==> config.mk <==
export PLATFORM = sky130hd
export DESIGN_NAME = dac_host_regs
export DESIGN_NICKNAME = d
export VERILOG_FILES = /design/src/rtl/dac_host_pkg.sv /design/src/rtl/dac_index_ctrl.sv /design/src/rtl/dac_palette_asm.sv /design/src/rtl/dac_cursor_ram.sv /design/src/rtl/dac_ctrl_regs.sv /design/src/rtl/dac_host_regs.sv
export SDC_FILE = /design/constraint.sdc
export NUM_CORES = 1
export LEC_CHECK = 0
export CAP_MARGIN = 20
export CORE_AREA = 5 5 163 165
export DETAILED_ROUTE_END_ITERATION = 8
export DIE_AREA = 0 0 168 170
export PLACE_DENSITY = 0.7
export SYNTH_ARGS = -nofsm -noshare
export SYNTH_HDL_FRONTEND = slang
export SYNTH_SLANG_ARGS = --single-unit
==> constraint.sdc <==
create_clock -name clk -period 3.35 [get_ports clk]
set_input_delay 0.5025 -clock clk [delete_from_list [all_inputs] [get_ports clk]]
set_output_delay 0.5025 -clock clk [all_outputs]
set_load 0.02 [all_outputs]
==> src/rtl/dac_host_pkg.sv <==
package dac_host_pkg;
  localparam logic [1:0] PORT_ADDR = 2'd0;
  localparam logic [1:0] PORT_CURS = 2'd1;
  localparam logic [1:0] PORT_IND  = 2'd2;
  localparam logic [1:0] PORT_PAL  = 2'd3;

  localparam logic [7:0] IX_CPOS_HI = 8'h10;
  localparam logic [7:0] IX_CPOS_LO = 8'h11;
  localparam logic [7:0] IX_MISC    = 8'h20;
  localparam logic [7:0] IX_DBUF    = 8'h21;
  localparam logic [7:0] IX_TEST    = 8'h22;

  // pixel width in bits for a depth code; 0 marks the illegal code
  function automatic logic [5:0] depth_bits_of(input logic [1:0] code);
    case (code)
      2'd0:    return 6'd8;
      2'd1:    return 6'd16;
      2'd2:    return 6'd32;
      default: return 6'd0;
    endcase
  endfunction
endpackage

==> src/rtl/dac_index_ctrl.sv <==
module dac_index_ctrl #(
  parameter int IW    = 8,
  parameter int NCOMP = 3,
  localparam int CSW  = $clog2(NCOMP)
) (
  input  logic           clk,
  input  logic           rst,
  input  logic           addr_we,
  input  logic           curs_we,
  input  logic           pal_we_in,
  input  logic [IW-1:0]  wdata,
  output logic [IW-1:0]  idx,
  output logic [CSW-1:0] comp_sel,
  output logic           comp_last
);
  assign comp_last = (comp_sel == CSW'(NCOMP - 1));

  always_ff @(posedge clk) begin
    if (rst) begin
      idx      <= '0;
      comp_sel <= '0;
    end else if (addr_we) begin
      idx      <= wdata;
      comp_sel <= '0;
    end else if (curs_we) begin
      idx <= idx + 1'b1;
    end else if (pal_we_in) begin
      if (comp_last) begin
        comp_sel <= '0;
        idx      <= idx + 1'b1;
      end else begin
        comp_sel <= comp_sel + 1'b1;
      end
    end
  end
endmodule

==> src/rtl/dac_palette_asm.sv <==
module dac_palette_asm #(
  parameter int CW    = 8,
  parameter int IW    = 8,
  parameter int NCOMP = 3,
  localparam int CSW  = $clog2(NCOMP)
) (
  input  logic                clk,
  input  logic                rst,
  input  logic                wr,
  input  logic [CW-1:0]       wdata,
  input  logic [CSW-1:0]      comp_sel,
  input  logic                comp_last,
  input  logic [IW-1:0]       idx,
  output logic                commit,
  output logic [IW-1:0]       commit_idx,
  output logic [NCOMP*CW-1:0] commit_rgb
);
  logic [CW-1:0] hold [NCOMP-1];

  always_ff @(posedge clk) begin
    if (rst) begin
      commit     <= 1'b0;
      commit_idx <= '0;
      commit_rgb <= '0;
      for (int i = 0; i < NCOMP - 1; i++) hold[i] <= '0;
    end else begin
      commit <= wr && comp_last;
      if (wr && !comp_last) begin
        for (int i = 0; i < NCOMP - 1; i++)
          if (comp_sel == CSW'(i)) hold[i] <= wdata;
      end
      if (wr && comp_last) begin
        commit_idx <= idx;
        for (int i = 0; i < NCOMP - 1; i++)
          commit_rgb[(NCOMP-1-i)*CW +: CW] <= hold[i];
        commit_rgb[CW-1:0] <= wdata;
      end
    end
  end
endmodule

==> src/rtl/dac_cursor_ram.sv <==
module dac_cursor_ram #(
  parameter int DEPTH = 24,
  parameter int DW    = 8,
  parameter int IW    = 8,
  localparam int AW   = $clog2(DEPTH)
) (
  input  logic          clk,
  input  logic          wr,
  input  logic [IW-1:0] widx,
  input  logic [DW-1:0] wdata,
  input  logic [AW-1:0] raddr,
  output logic [DW-1:0] rdata
);
  logic [DW-1:0] mem [DEPTH];
  logic [IW-1:0] wpos;

  assign wpos = widx % IW'(DEPTH);

  always_ff @(posedge clk) begin
    if (wr) mem[wpos[AW-1:0]] <= wdata;
    rdata <= mem[raddr];
  end
endmodule

==> src/rtl/dac_ctrl_regs.sv <==
module dac_ctrl_regs
  import dac_host_pkg::*;
#(
  parameter int DW  = 8,
  parameter int PW  = 16,
  parameter int CDW = 5
) (
  input  logic           clk,
  input  logic           rst,
  input  logic           ind_we,
  input  logic           rd,
  input  logic [1:0]     port,
  input  logic [DW-1:0]  idx,
  input  logic [DW-1:0]  wdata,
  output logic [DW-1:0]  rdata,
  output logic [PW-1:0]  cur_pos,
  output logic [DW-1:0]  dbl_buf,
  output logic           test_en,
  output logic [5:0]     pix_bits,
  output logic [CDW-1:0] clk_div,
  output logic           depth_err
);
  logic [DW-1:0] misc;

  always_ff @(posedge clk) begin
    if (rst) begin
      misc      <= '0;
      cur_pos   <= '0;
      dbl_buf   <= '0;
      test_en   <= 1'b0;
      pix_bits  <= depth_bits_of(2'd0);
      clk_div   <= CDW'(2);
      depth_err <= 1'b0;
    end else if (ind_we) begin
      case (idx)
        IX_CPOS_HI: cur_pos[PW-1:DW] <= wdata;
        IX_CPOS_LO: cur_pos[DW-1:0]  <= wdata;
        IX_MISC: begin
          misc      <= wdata;
          pix_bits  <= depth_bits_of(wdata[3:2]);
          depth_err <= (wdata[3:2] == 2'd3);
          clk_div   <= CDW'(2) << wdata[7:6];
        end
        IX_DBUF: dbl_buf <= wdata;
        IX_TEST: test_en <= wdata[0];
        default: ;
      endcase
    end
  end

  always_ff @(posedge clk) begin
    if (rst) rdata <= '0;
    else if (rd) rdata <= (port == PORT_IND && idx == IX_MISC) ? misc : '0;
  end
endmodule

==> src/rtl/dac_host_regs.sv <==
module dac_host_regs
  import dac_host_pkg::*;
#(
  parameter int DW         = 8,
  parameter int NCOMP      = 3,
  parameter int CURS_BYTES = 24,
  parameter int CDW        = 5,
  localparam int CSW       = $clog2(NCOMP),
  localparam int CAW       = $clog2(CURS_BYTES)
) (
  input  logic                clk,
  input  logic                rst,
  input  logic                bus_wr,
  input  logic                bus_rd,
  input  logic [1:0]          bus_port,
  input  logic [DW-1:0]       bus_wdata,
  output logic [DW-1:0]       bus_rdata,
  output logic                pal_we,
  output logic [DW-1:0]       pal_index,
  output logic [NCOMP*DW-1:0] pal_rgb,
  input  logic [CAW-1:0]      curc_raddr,
  output logic [DW-1:0]       curc_rdata,
  output logic [2*DW-1:0]     cur_pos,
  output logic [DW-1:0]       dbl_buf_ctrl,
  output logic                dac_test,
  output logic [5:0]          pix_bits,
  output logic [CDW-1:0]      clk_div,
  output logic                depth_err
);
  logic           wr_addr, wr_curs, wr_ind, wr_pal;
  logic [DW-1:0]  idx;
  logic [CSW-1:0] comp_sel;
  logic           comp_last;

  assign wr_addr = bus_wr && (bus_port == PORT_ADDR);
  assign wr_curs = bus_wr && (bus_port == PORT_CURS);
  assign wr_ind  = bus_wr && (bus_port == PORT_IND);
  assign wr_pal  = bus_wr && (bus_port == PORT_PAL);

  dac_index_ctrl #(.IW(DW), .NCOMP(NCOMP)) u_index (
    .clk(clk), .rst(rst), .addr_we(wr_addr), .curs_we(wr_curs),
    .pal_we_in(wr_pal), .wdata(bus_wdata), .idx(idx),
    .comp_sel(comp_sel), .comp_last(comp_last)
  );

  dac_palette_asm #(.CW(DW), .IW(DW), .NCOMP(NCOMP)) u_pal (
    .clk(clk), .rst(rst), .wr(wr_pal), .wdata(bus_wdata),
    .comp_sel(comp_sel), .comp_last(comp_last), .idx(idx),
    .commit(pal_we), .commit_idx(pal_index), .commit_rgb(pal_rgb)
  );

  dac_cursor_ram #(.DEPTH(CURS_BYTES), .DW(DW), .IW(DW)) u_curs (
    .clk(clk), .wr(wr_curs), .widx(idx), .wdata(bus_wdata),
    .raddr(curc_raddr), .rdata(curc_rdata)
  );

  dac_ctrl_regs #(.DW(DW), .PW(2*DW), .CDW(CDW)) u_ctrl (
    .clk(clk), .rst(rst), .ind_we(wr_ind), .rd(bus_rd), .port(bus_port),
    .idx(idx), .wdata(bus_wdata), .rdata(bus_rdata), .cur_pos(cur_pos),
    .dbl_buf(dbl_buf_ctrl), .test_en(dac_test), .pix_bits(pix_bits),
    .clk_div(clk_div), .depth_err(depth_err)
  );
endmodule

==> results list <==
* Run status: finished clean
* Die boundary height: 170 µm
- Final critical path time including I/O delays and setup: 2.53 ns
- 105 I/O pins were placed.
- Number of distinct standard cells referenced by the synthesized netlist: 59
- Final count of negative-setup-slack endpoints: 0
* Worst-path clk slew: around 0.06 ns
- Setup slack on the worst reg-to-reg path comes out at approximately 0.82 ns.
* Share of synthesized flip-flops with an asynchronous set or reset: 0%
* Kind of start point of the critical path: flip-flop
- Antenna-violating nets left: 0
- FP Rows: 58
* RSZ-0062 raised after global routing: false
- CTS Sinks: 308
- RD Place Congestion: around 0.80
- Global routing used roughly a fifth of the available tracks across all layers.
- Share of Yosys cell area claimed by the top area cell type: 51.1%
- Average wire per cell in the routed design: between 20 and 25 µm
- Data on the critical path is required at its endpoint by 3.53 ns.
* Classification of the worst-slack hold path: flip-flop to flip-flop
* Post-layout instance count excluding filler cells: 1339
- IR analysis of the VDD net gives a maximum drop of approximately 370 µV.
* Starting density of the core: 49.1%
* Core utilization of the finished layout: between 50% and 60%
- Across the run, the number of max-cap violations was 0.
* Post-route DRC violation count: 0
- Worst slew slack as a fraction of its limit: 26.2%
- Post-synth EDFFs: 208
- Startpoint of the lowest-slack register-to-register path: u_index.idx[5]$_SDFFE_PP0P_
- Max Fclk: approximately 0.40 GHz
- Critical Path Source: u_index.idx[5]$_SDFFE_PP0P_
* Maximum net fanout on the critical path: 18
- Core footprint: around 25000 µm²
- Once routing completed, OpenROAD measured the worst setup slack at just over 0.8 ns.
* Terminating pin of the worst hold path: u_pal.commit_rgb[0]$_SDFFE_PP0P_
- Min-Delay Path Depth: 2
- The most used flip-flop cell after synthesis is edfxtp_1.
* First-pass GRT wire length: 43300 µm
- Antenna diode count: 0
- STA classifies the critical path endpoint as a flip-flop.
* Count of routing violations after the opening detailed-route iteration: 600
- Final Max Tran Viols: 0
- Data arrival time of the critical path: 2.71 ns
* Number of antenna violations at the first check in global routing: 0
* Total number of nets in the final design: 1007
- Clock H-tree levels: 1
- RR Endpoint: u_curs.mem[5][3]$_DFFE_PP_
* Post-CTS repair timing setup buffer count: 0
- The critical path in this run is classified as flip-flop to flip-flop.
- Cell taking the most area after synthesis: edfxtp_1
- Clock Skews: 0.00943 ns
- Number of cells produced by synthesis: 869
* Overall power consumption: 7860 µW
- Half-perimeter wire length after placement: 17900 µm
* Number of placed instances, taps included: 1281
- The number of global-route vias before repair came to between 7000 and 8000.
- Clock Root Buffer: clkbuf_16
* Number of hold violations in the final report: 0
- The routed layout has 7423 vias.
- Netlist Area Pre-Place: 12200 µm²
- By area the synthesized netlist is led by edfxtp_1 51%, dfxtp_1 16%, mux4_2 5.9%, mux2i_1 5.3%, nand2_1 3.2%.
- # port buffers: 100
- Aggregate global routing overflow: 0
* Clock tree from TritonCTS: built
- Crit share post-route: 75.6%
* Buffer depth of the longest clock path: 3
- Number of instances resized during post-cts repair: 0
- R2r worst-path depth: 4
- Prior to clock tree synthesis, the placed netlist has a worst setup slack of 0.470 ns.
- For this design, the CTS-stage hold fixing added 0 buffers.
* Die outline width: 168 µm
- Floorplan die area: about 29000 µm²
* Share of final-layout standard cells stronger than drive strength 1: ~15%
- Largest net degree at the start of global routing: slightly above 60
* Area grow syn2layout: 20.1%
- Transition time at the pin with the least slew margin: 1.10 ns
* Count of state elements after synthesis: between 300 and 400
- Sequential area share after synthesis: 67.4%
- Most instantiated library cell after synthesis: edfxtp_1
- The first detailed-routing pass ran for 5 iterations.
* Latest clock arrival within the worst-skew pair: 0.55 ns
* Synthesized area per cell: about 14 µm²
- Number of fillers in the final layout: roughly 2000
- Via density per instance: 5.54
* Power per cell area: 535 nW/µm²
- Commonest cells post-synth: 208 x edfxtp_1, 104 x nand2_1, 100 x dfxtp_1
- Setup total negative slack on the finished layout was measured at 0 ns.
- The final layout contains routed wiring with a total length of 27500 µm.
- Total clock buffers created by CTS: 31
- The startpoint identified for the worst hold timing path is u_pal.commit_rgb[0]$_SDFFE_PP0P_.
- Leakage power figure: between 0.005 and 0.006 µW
- Syn. warnings: 0
through the flow:
| stage | hold slack (ns) | area, µm² |
|---|---|---|
| after floorplan | 0.437 | 12200 |
| after global placement | 0.444 | 13700 |
| after detailed placement | 0.448 | 13700 |
| after CTS | 0.456 | 14700 |
| after global routing | 0.485 | 14700 |
| final | 0.451 | 14700 |
worst max-delay path, stage by stage, from the launching register on:
cell	delay [ns]
dfxtp_1	0.68
or4bb_1	0.53
o211ai_1	0.15
a22oi_2	0.21
nor2_1	0.59
worst max path at each step:
stage	endpoint	depth (start not counted)
2_1_floorplan	u_curs.mem[10][0]$_DFFE_PP_	5
3_3_place_gp	u_ctrl.clk_div[4]$_SDFFE_PP0P_	5
3_5_place_dp	u_curs.mem[4][0]$_DFFE_PP_	5
4_1_cts	u_curs.mem[5][4]$_DFFE_PP_	4
5_1_grt	u_curs.mem[5][4]$_DFFE_PP_	4
6_report	u_curs.mem[5][3]$_DFFE_PP_	4
power by group:
group | internal, µW | switching (µW) | total, µW
registers | 4090 | 24.4 | 4110
clock network | 1940 | 1380 | 3320
logic | 170 | 264 | 433
sequential cells by signal, summed over array words and instances (netlist names), 8 cells and up:
signal and flops:
u_pal.hold 16, u_ctrl.rdata 8, pal_rgb 16, u_index.idx 8
u_ctrl.cur_pos 16, u_pal.commit_idx 8, u_pal.commit_rgb 8, u_ctrl.misc 8
u_ctrl.dbl_buf 8, u_curs.rdata 8, u_curs.mem 192
cells in the final DEF (no fill, tap or decap), types with 4 or more instances in the layout:
| cell type | count |
|---|---|
| ha_1 | 4 |
| clkdlybuf4s50_1 | 97 |
| clkinv_2 | 4 |
| nor2b_1 | 12 |
| and2_1 | 10 |
| nand3_1 | 15 |
| mux2i_1 | 65 |
| mux4_2 | 32 |
| edfxtp_1 | 208 |
| nand4_1 | 4 |
| nor3_1 | 10 |
| a22oi_1 | 11 |
| clkbuf_16 | 31 |
| a21oi_2 | 4 |
| clkinv_1 | 7 |
| conb_1 | 4 |
| nand4_2 | 4 |
| inv_1 | 8 |
| o211ai_1 | 11 |
| nand2_1 | 104 |
| o311ai_0 | 8 |
| clkbuf_1 | 7 |
| buf_4 | 38 |
| a21oi_1 | 54 |
| or3b_2 | 5 |
| nand3b_1 | 6 |
| clkbuf_8 | 4 |
| nor2_1 | 59 |
| o21ai_0 | 8 |
| or3_1 | 4 |
| a211oi_1 | 4 |
| a2bb2oi_1 | 8 |
| dfxtp_1 | 100 |
| buf_12 | 6 |
metal layers:
metal / share of wire [%] / global-route usage [%] / up-vias / wire (µm)
li1: - / - / 3473 / -
met1: 43 / 26.9 / 3642 / 11900
met2: 48 / 30.9 / 258 / 13100
met3: 6.4 / 3.55 / 50 / 1760
met4: 2.7 / 5.50 / 0 / 745
met5: 0 / 0 / - / 0
kinds of logic after synthesis:
| family | after synthesis | synth area share (%) |
|---|---|---|
| adders and majority gates | 4 | 0.409 |
| DFF | 308 | 67.4 |
| muxes | 98 | 11.3 |
| other | 1 | 0.0307 |
| buffers and inverters | 73 | 3.11 |
| and+or+nand+nor | 252 | 10.4 |
| AOI/OAI and AO/OA | 130 | 7.08 |
| xor gates and xnor gates | 3 | 0.215 |
area by class of cell:
cell class	instances	area, µm²	share of cell area, %
multi-input cells	491	3620	24.7
clock buffers	42	857	5.84
repair buffers	144	1390	9.47
well taps	330	413	2.81
flip-flops and latches	308	8250	56.2
inverters	8	30.0	0.204
clock inverters	16	128	0.869
Power figures use the tool's default switching activity.
